===== config.mk =====
export PLATFORM = sky130hd
export DESIGN_NAME = pwm_core
export DESIGN_NICKNAME = d
export VERILOG_FILES = /design/src/rtl/pwm_pkg.sv /design/src/rtl/pwm_regs.sv /design/src/rtl/pwm_tick_gen.sv /design/src/rtl/pwm_engine.sv /design/src/rtl/pwm_core.sv
export SDC_FILE = /design/constraint.sdc
export NUM_CORES = 1
export LEC_CHECK = 0
export ABC_CLOCK_PERIOD_IN_PS = 3200
export BUFFER_PORTS_ARGS = -buffer_cell sky130_fd_sc_hd__buf_2
export CORE_MARGIN = 4
export CORE_UTILIZATION = 30
export CTS_BUF_LIST = sky130_fd_sc_hd__clkbuf_8
export CTS_CLUSTER_DIAMETER = 120
export DETAILED_ROUTE_END_ITERATION = 16
export PLACE_DENSITY_LB_ADDON = 0.25
export REMOVE_ABC_BUFFERS = 1
export SYNTH_ARGS = -nofsm -noshare
export SYNTH_HDL_FRONTEND = slang
export SYNTH_SLANG_ARGS = --single-unit

===== constraint.sdc =====
create_clock -name clk_i -period 3.2 [get_ports clk_i]
set_input_delay 0.48 -clock clk_i [delete_from_list [all_inputs] [get_ports clk_i]]
set_output_delay 0.48 -clock clk_i [all_outputs]
set_load 0.1 [all_outputs]

===== src/rtl/pwm_pkg.sv =====
package pwm_pkg;
  localparam int unsigned BYTE_W = 8;
  localparam int unsigned DATA_W = 16;
  localparam int unsigned NUM_CH = 2;
  localparam int unsigned ADDR_W = 3;
  localparam int unsigned DIV_W  = 2;

  typedef enum logic [2:0] {
    MODE_OFF    = 3'd0,
    MODE_VARRES = 3'd1,
    MODE_TWIN8  = 3'd2,
    MODE_TWIN16 = 3'd3,
    MODE_NRZ16  = 3'd4,
    MODE_DUAL8  = 3'd5,
    MODE_RZ16   = 3'd6,
    MODE_RSVD   = 3'd7
  } mode_e;

  typedef enum logic [1:0] {
    SRC_SYS  = 2'd0,
    SRC_SLOW = 2'd1,
    SRC_EXT  = 2'd2,
    SRC_ALT  = 2'd3
  } src_e;

  typedef struct packed {
    mode_e             mode;
    logic [DIV_W-1:0]  div;
    src_e              src;
  } ctrl_t;

  localparam int unsigned CTRL_W = $bits(ctrl_t);
  localparam logic [ADDR_W-1:0] ADDR_CTRL = '0;
endpackage


===== src/rtl/pwm_regs.sv =====
module pwm_regs
  import pwm_pkg::*;
#(
  parameter int unsigned NCH = NUM_CH,
  parameter int unsigned DW  = DATA_W,
  parameter int unsigned AW  = ADDR_W
) (
  input  logic              clk_i,
  input  logic              rst_ni,
  input  logic              we_i,
  input  logic [AW-1:0]     addr_i,
  input  logic [BYTE_W-1:0] wdata_i,
  output ctrl_t             ctrl_o,
  output logic              restart_o,
  output logic [DW-1:0]     pend_o [NCH]
);
  localparam int unsigned HI_W = DW - BYTE_W;

  logic  ctrl_sel;
  ctrl_t ctrl_q;

  assign ctrl_sel = we_i && (addr_i == ADDR_CTRL);

  // reserved top bit is not stored
  always_ff @(posedge clk_i or negedge rst_ni) begin
    if (!rst_ni)       ctrl_q <= '0;
    else if (ctrl_sel) ctrl_q <= ctrl_t'(wdata_i[CTRL_W-1:0]);
  end

  assign ctrl_o    = ctrl_q;
  assign restart_o = ctrl_sel;

  for (genvar ch = 0; ch < NCH; ch++) begin : g_ch
    logic              lo_sel, hi_sel;
    logic [BYTE_W-1:0] hold_q;
    logic [DW-1:0]     data_q;

    assign lo_sel = we_i && (addr_i == AW'(2 * ch + 1));
    assign hi_sel = we_i && (addr_i == AW'(2 * ch + 2));

    always_ff @(posedge clk_i or negedge rst_ni) begin
      if (!rst_ni) begin
        hold_q <= '0;
        data_q <= '0;
      end else begin
        if (lo_sel) hold_q <= wdata_i;
        if (hi_sel) data_q <= {wdata_i[HI_W-1:0], hold_q};
      end
    end

    assign pend_o[ch] = data_q;
  end
endmodule


===== src/rtl/pwm_tick_gen.sv =====
module pwm_tick_gen
  import pwm_pkg::*;
#(
  parameter int unsigned DW_DIV      = DIV_W,
  parameter int unsigned DIV_STEP    = 2,
  parameter int unsigned SYNC_STAGES = 2
) (
  input  logic              clk_i,
  input  logic              rst_ni,
  input  src_e              src_i,
  input  logic [DW_DIV-1:0] div_i,
  input  logic              restart_i,
  input  logic              slow_tick_i,
  input  logic              alt_tick_i,
  input  logic              ext_clk_i,
  output logic              tick_o
);
  localparam int unsigned PRE_W = DIV_STEP * ((2 ** DW_DIV) - 1);

  logic [SYNC_STAGES:0] ext_sh_q;
  logic                 ext_rise;
  logic                 src_tick;
  logic [PRE_W-1:0]     pre_q;
  logic [PRE_W-1:0]     lim;
  logic                 pre_hit;

  // last stage is the edge-detect delay
  always_ff @(posedge clk_i or negedge rst_ni) begin
    if (!rst_ni) ext_sh_q <= '0;
    else         ext_sh_q <= {ext_sh_q[SYNC_STAGES-1:0], ext_clk_i};
  end

  assign ext_rise = ext_sh_q[SYNC_STAGES-1] && !ext_sh_q[SYNC_STAGES];

  always_comb begin
    unique case (src_i)
      SRC_SYS:  src_tick = 1'b1;
      SRC_SLOW: src_tick = slow_tick_i;
      SRC_EXT:  src_tick = ext_rise;
      SRC_ALT:  src_tick = alt_tick_i;
      default:  src_tick = 1'b0;
    endcase
  end

  // divide ratio 2**(DIV_STEP*div) as an all-ones limit
  always_comb begin
    lim = '0;
    for (int b = 0; b < PRE_W; b++) begin
      if (b < DIV_STEP * int'(div_i)) lim[b] = 1'b1;
    end
  end

  assign pre_hit = (pre_q == lim);

  always_ff @(posedge clk_i or negedge rst_ni) begin
    if (!rst_ni)        pre_q <= '0;
    else if (restart_i) pre_q <= '0;
    else if (src_tick)  pre_q <= pre_hit ? '0 : pre_q + 1'b1;
  end

  assign tick_o = src_tick && pre_hit;
endmodule


===== src/rtl/pwm_engine.sv =====
module pwm_engine
  import pwm_pkg::*;
#(
  parameter int unsigned NCH = NUM_CH,
  parameter int unsigned DW  = DATA_W
) (
  input  logic           clk_i,
  input  logic           rst_ni,
  input  mode_e          mode_i,
  input  logic           restart_i,
  input  logic           tick_i,
  input  logic [DW-1:0]  pend_i [NCH],
  output logic [NCH-1:0] pwm_o
);
  localparam logic [DW-1:0] CNT_TOP = '1;

  logic          single, run, last, load;
  logic [DW-1:0] cnt_q;
  logic [DW-1:0] act [NCH];

  assign single = (mode_i == MODE_VARRES);
  assign run    = single || (mode_i == MODE_TWIN16);
  // last channel doubles as period in single mode
  assign last   = single ? (cnt_q == act[NCH-1]) : (cnt_q == CNT_TOP);
  assign load   = restart_i || !run || (tick_i && last);

  always_ff @(posedge clk_i or negedge rst_ni) begin
    if (!rst_ni)                  cnt_q <= '0;
    else if (restart_i || !run)   cnt_q <= '0;
    else if (tick_i)              cnt_q <= last ? '0 : cnt_q + 1'b1;
  end

  for (genvar ch = 0; ch < NCH; ch++) begin : g_out
    logic [DW-1:0] act_q;

    always_ff @(posedge clk_i or negedge rst_ni) begin
      if (!rst_ni)   act_q <= '0;
      else if (load) act_q <= pend_i[ch];
    end

    assign act[ch]   = act_q;
    assign pwm_o[ch] = run && (!single || (ch == 0)) && (cnt_q < act_q);
  end
endmodule


===== src/rtl/pwm_core.sv =====
module pwm_core
  import pwm_pkg::*;
#(
  parameter int unsigned NCH      = NUM_CH,
  parameter int unsigned DW       = DATA_W,
  parameter int unsigned AW       = ADDR_W,
  parameter int unsigned DIV_STEP = 2
) (
  input  logic              clk_i,
  input  logic              rst_ni,
  input  logic              reg_we_i,
  input  logic [AW-1:0]     reg_addr_i,
  input  logic [BYTE_W-1:0] reg_wdata_i,
  input  logic              slow_tick_i,
  input  logic              alt_tick_i,
  input  logic              ext_clk_i,
  output logic [NCH-1:0]    pwm_o
);
  ctrl_t            ctrl;
  mode_e            mode_w;
  logic [DIV_W-1:0] div_w;
  src_e             src_w;
  logic             restart;
  logic             tick;
  logic [DW-1:0]    pend [NCH];

  assign mode_w = ctrl.mode;
  assign div_w  = ctrl.div;
  assign src_w  = ctrl.src;

  pwm_regs #(.NCH(NCH), .DW(DW), .AW(AW)) i_regs (
    .clk_i     (clk_i),
    .rst_ni    (rst_ni),
    .we_i      (reg_we_i),
    .addr_i    (reg_addr_i),
    .wdata_i   (reg_wdata_i),
    .ctrl_o    (ctrl),
    .restart_o (restart),
    .pend_o    (pend)
  );

  pwm_tick_gen #(.DW_DIV(DIV_W), .DIV_STEP(DIV_STEP), .SYNC_STAGES(2)) i_tick (
    .clk_i       (clk_i),
    .rst_ni      (rst_ni),
    .src_i       (src_w),
    .div_i       (div_w),
    .restart_i   (restart),
    .slow_tick_i (slow_tick_i),
    .alt_tick_i  (alt_tick_i),
    .ext_clk_i   (ext_clk_i),
    .tick_o      (tick)
  );

  pwm_engine #(.NCH(NCH), .DW(DW)) i_engine (
    .clk_i     (clk_i),
    .rst_ni    (rst_ni),
    .mode_i    (mode_w),
    .restart_i (restart),
    .tick_i    (tick),
    .pend_i    (pend),
    .pwm_o     (pwm_o)
  );
endmodule


Word-level counts from Yosys, hierarchy flattened
Index checks and enable logic that the tools add are counted.
{ "totals": {"ff_bits": 112, "in_bits": 17, "out_inout_bits": 2, "word_cells": 69} }
{ "op_classes": {"addsub": 2, "n_lt_le_gt_ge": 8, "eq_ne": 12, "muxes": 14, "reduce_logical": 21} }
{ "op_table": {"columns": ["operator", "count"], "rows": [
  ["$mux 16", 3],
  ["$lt 16x16->1", 2],
  ["$mux 6", 3],
  ["$add 16x1->16 const B", 1],
  ["$eq 16x16->1", 1],
  ["$eq 16x16->1 const B", 1],
  ["$logic_and 1x1->1", 11],
  ["$eq 3x2->1 const B", 3],
  ["$mux 1", 7],
  ["$add 6x1->6 const B", 1],
  ["$eq 3x1->1 const B", 2],
  ["$eq 6x6->1", 1],
  ["$lt 1x3->1 const A", 2],
  ["$lt 2x3->1 const A", 2],
  ["$lt 3x3->1 const A", 2],
  ["$eq 2x2->1 const B", 2],
  ["$pmux 1 s4", 1],
  ["$reduce_bool 2->1", 2],
  ["$eq 3x3->1 const B", 1],
  ["$logic_not 1->1", 3],
  ["$logic_not 3->1", 1],
  ["$logic_or 1x1->1", 3],
  ["$eq 2x1->1 const B", 1],
  ["$logic_not 2->1", 1]
]} }

Depth between registers and ports, before layout
{ "logic_depth": {"ltp_word": 6, "depth_mapped": 10, "depth_no_buf": 8} }

Hierarchy
From an unflattened synthesis, not the netlist that was laid out.
{ "hier_totals": {"hier_cells": 443, "area_unflattened_um2": 5512.8} }
{ "modules_own_cells": {"columns": ["mod", "instances", "cells_each", "area_per_inst_um2", "seq_area_each_um2"], "rows": [
  ["pwm_engine", 1, 271, 2910.3, 1201.2],
  ["pwm_regs", 1, 120, 2098.3, 1376.3],
  ["pwm_tick_gen", 1, 52, 504.2, 225.2]
]} }

Worst setup path after synthesis
No wires, ideal clock.
{ "synth_path": {"kind": "register -> output", "from": "reg i_engine.cnt_q[9]", "to": "out pwm_o[1]", "t_arrival_ps": 2745, "t_required_ps": 2720, "path_slack_ps": -25, "path_stages_with_launch": 7, "n_path_buf": 0, "path_cell_list": "dfrtp_1 -> ha_1 -> a21o_1 -> a21o_1 -> a21oi_1 -> o211ai_1 -> a21oi_1"} }
{ "synth_via": {"elab_chain_len": 2} }
{ "synth_rtl": {"columns": ["item", "line_no", "source"], "rows": [
  ["from (decl)", "pwm_engine.sv:18", "logic [DW-1:0] cnt_q;"],
  ["from (signal assigned)", "pwm_engine.sv:30", "else if (tick_i) cnt_q <= last ? '0 : cnt_q + 1'b1;"],
  ["$lt 16x16->1", "pwm_engine.sv:42", "assign pwm_o[ch] = run && (!single || (ch == 0)) && (cnt_q < act_q);"],
  ["$logic_and 1x1->1", "pwm_engine.sv:42", null],
  ["to (decl)", "pwm_core.sv:17", "output logic [NCH-1:0] pwm_o"]
]} }
No other way between the ends.

Final worst setup path
Ends and elaborated chain as after synthesis.

==> results.json <==
{
  "async_flop_share": 1.00,
  "sw_frac_of_total": 0.345,
  "post_drt_wl_per_cell_um": 17.1,
  "path_clk_slew_ps": 110,
  "grt_pass1_vias": 3704,
  "syn-cell-area_sq_mm": 0.00549,
  "fp.dieArea_sq_mm": 0.0205,
  "via_per_inst": 5.12,
  "crit_family": "compound AO/OA/AOI/OAI gates",
  "slowest_stage": "dfrtp_1",
  "synth_seq_cells": 112,
  "slowest_delay_ps": 490,
  "critPathLaunchType": "flop",
  "syn_inst": 488,
  "insertion_delay_ps": 390,
  "die_h_um": 143,
  "synth_edf_count": 0,
  "grt_pass1_wl_um": 20500,
  "finalClockSkew_ps": 14.2,
  "wl_met1_um": 6030,
  "drcViolationCount": 0,
  "status": "finished, final reports clean",
  "finalCriticalPeriod_ps": 3060,
  "max_freq_mhz": 326,
  "worst_pin_slew_ps": 934,
  "hold_slack_ps": 126,
  "coreArea_sq_mm": 0.0180,
  "crit_path_end_kind": "output port",
  "crit_buf_inv": 1,
  "top_layer": "met4",
  "drtIter0Drc": 270,
  "pre_cts_ws_ps": 498,
  "pin_count": 19,
  "fin_crit_sh": 0.957,
  "avgSynthCellArea_sq_um": 11.2,
  "cp_max_fo": 6,
  "p_leak_uw": 0.00281,
  "chipWidth_um": 143,
  "power_frac_seq": 0.494,
  "fin_nets": 557,
  "track_usage": 0.130,
  "drive_gt1_frac": 0.221,
  "clock-sinks": 112,
  "finalSetupTns_ps": 0,
  "ir_drop_v": 0.000227,
  "reg2reg_slack_ps": 440,
  "finalWorstSetupSlack_ps": 137,
  "p_per_area_mw_per_mm2": 680,
  "synth_seq_area_share": 0.511,
  "crit_required_ps": 2720,
  "synth_cell_types": 50,
  "path_cells": "ha_1 > a21o_1 > a21o_1 > a21oi_1 > o211ai_1 > a21oi_1 > buf_2",
  "drtPass1Iterations": 4,
  "rows": 49,
  "p_comb_frac": 0.293,
  "rsz0062_at_grt": "no",
  "routed-wl-met2_um": 6060,
  "ys.flop_type": "dfrtp_1",
  "final_util": 0.336,
  "setup_violations": 0,
  "antenna_found_initial": 0,
  "grt_overflow_total": 0,
  "drv_cap": 0,
  "cts_max_level": 3,
  "cts_tree": "built",
  "clock_power_share": 0.213,
  "port_buffers": 18,
  "cts.hold.buffers_added": 0,
  "grt_start_max_net_pins": 62,
  "initial_core_util": 0.305,
  "place_congestion": 0.815,
  "num_antenna_cells": 0,
  "vias": 3792,
  "hp-class": "in2async",
  "dp_hpwl_um": 8870,
  "p_switching_uw": 1420,
  "clockBufferDepth": 2,
  "slew_headroom": 0.375,
  "cts_root_buf": "clkbuf_8",
  "cp.depth": 7,
  "post-cts-setup-buffers": 0,
  "hold_viol": 0,
  "p_int_uw": 2690,
  "yosys_warnings": 0,
  "cp_data_arrival_time_ps": 2580,
  "r2r.worst_path.cells": 8,
  "routed-wl-met3_um": 354,
  "cts_resized": 0,
  "path_class": "reg2out",
  "ant_nets": 0,
  "cts_buffers": 9,
  "syn_to_final_growth_pct": 10.0,
  "final-max-slew-violation-count": 0,
  "drt_wl_total_um": 12700
}
power by group through the flow:
| stage | combinational, uW | clock (uW) | sequential (uW) |
|---|---|---|---|
| after floorplan | 877 | 0 | 1990 |
| after global placement | 1180 | 0 | 2050 |
| after detailed placement | 1210 | 0 | 2060 |
| after CTS | 1220 | 901 | 2030 |
| after global routing | 1370 | 952 | 2080 |
| final | 1200 | 875 | 2030 |
cell usage in the layout (no fill, tap or decap), types with 2 or more instances in the layout:
cell type | netlist | routed
dfrtp_1 | 112 | 112
mux2_2 | 58 | 58
nand3_1 | 47 | 47
o21ai_0 | 44 | 44
ha_1 | 33 | 33
inv_1 | 32 | 32
nor2_1 | 19 | 19
nand2_1 | 18 | 18
buf_2 | 7 | 17
a21oi_1 | 13 | 13
a21o_1 | 11 | 11
and3_1 | 10 | 10
clkbuf_8 | 1 | 10
buf_4 | 3 | 8
nor2b_1 | 7 | 7
a22o_1 | 7 | 7
nand2b_1 | 6 | 6
nand4_1 | 6 | 6
nor3_1 | 5 | 4
a31oi_1 | 3 | 3
nor4_1 | 3 | 3
and4_1 | 3 | 3
a211oi_1 | 2 | 2
nor3b_1 | 2 | 2
or3_1 | 2 | 2
nor2_4 | 2 | 2
a211o_1 | 2 | 2
o22ai_1 | 2 | 2
o21ai_2 | 1 | 2
a221o_1 | 2 | 2
clkinv_2 | 0 | 2
clkinv_4 | 0 | 2
cells in the mapped netlist, types with 3 or more instances:
cell type	n	area [sq um]
nand3_1	47	235
nor2b_1	7	43.8
and4_1	3	26.3
inv_1	32	120
nand2_1	18	67.6
ha_1	33	413
mux2_2	58	653
buf_4	3	22.5
nand2b_1	6	37.5
and3_1	10	62.6
a21o_1	11	82.6
dfrtp_1	112	2800
clkbuf_1	5	18.8
o21ai_0	44	220
a21oi_1	13	65.1
nor3_1	5	25.0
nor2_1	19	71.3
a22o_1	7	61.3
a31oi_1	3	18.8
buf_2	7	35.0
nor4_1	3	18.8
nand4_1	6	37.5
sequential cells by signal, summed over array words and instances (netlist names):
signal,count
i_tick.pre_q,6
i_regs.g_ch.hold_q,16
i_tick.ext_sh_q,3
i_engine.g_out.act_q,32
i_regs.g_ch.data_q,32
i_engine.cnt_q,16
i_regs.ctrl_o,7
final timing paths:
| check | start | endpoint |
|---|---|---|
| max | i_engine.cnt_q[9]$_DFFE_PN0P_ | pwm_o[1] |
| min | rst_ni | i_engine.cnt_q[11]$_DFFE_PN0P_ |
| max reg2reg | i_engine.cnt_q[10]$_DFFE_PN0P_ | i_engine.g_out[0].act_q[14]$_DFFE_PN0P_ |
| min reg2reg | i_tick.ext_sh_q[0]$_DFF_PN0_ | i_tick.ext_sh_q[1]$_DFF_PN0_ |
| max in group asynchronous | rst_ni | i_regs.g_ch[0].data_q[9]$_DFFE_PN0P_ |
| min in group clk_i | ext_clk_i | i_tick.ext_sh_q[0]$_DFF_PN0_ |
cell type report:
cell class / count / area (sq um)
clock buffers: 10 / 138
clock inverters: 5 / 57.6
fillers: 1803 / 11900
inverters: 32 / 120
multi-input cells: 326 / 2460
flip-flops and latches: 112 / 2800
well taps: 229 / 287
repair buffers: 26 / 165
per-layer routing:
layer  GRT usage  up-vias
li1            -     1799
met1       0.179     1927
met2       0.203       50
met3      0.0288       16
met4      0.0466        0
met5           0        -
stage by stage:
stage          instances  cell area (sq um)  power (uW)
2_1_floorplan        470               5380        2870
3_3_place_gp         725               5840        3230
3_5_place_dp         725               5840        3270
4_1_cts              740               6030        4150
5_1_grt              740               6030        4400
6_report             740               6030        4100
cell families (layout without fill, tap and decap cells):
group / count (synthesis) / after routing / synth area share
adders and majority gates: 33 / 33 / 0.0753
muxes: 58 / 58 / 0.119
and+or+nand+nor: 136 / 136 / 0.136
AOI/OAI and AO/OA: 98 / 98 / 0.116
DFF: 112 / 112 / 0.511
xor gates and xnor gates: 1 / 1 / 0.00160
buffers and inverters: 50 / 73 / 0.0413
worst register-to-register path, stage by stage, from the launching register on:
cell and delay, ps:
dfrtp_1 500, ha_1 360, nand4_1 140, or4_1 500, o21ai_2 310, a21o_1 360
buf_4 300, nand3_1 90, o21ai_0 110
Power figures use the tool's default switching activity.
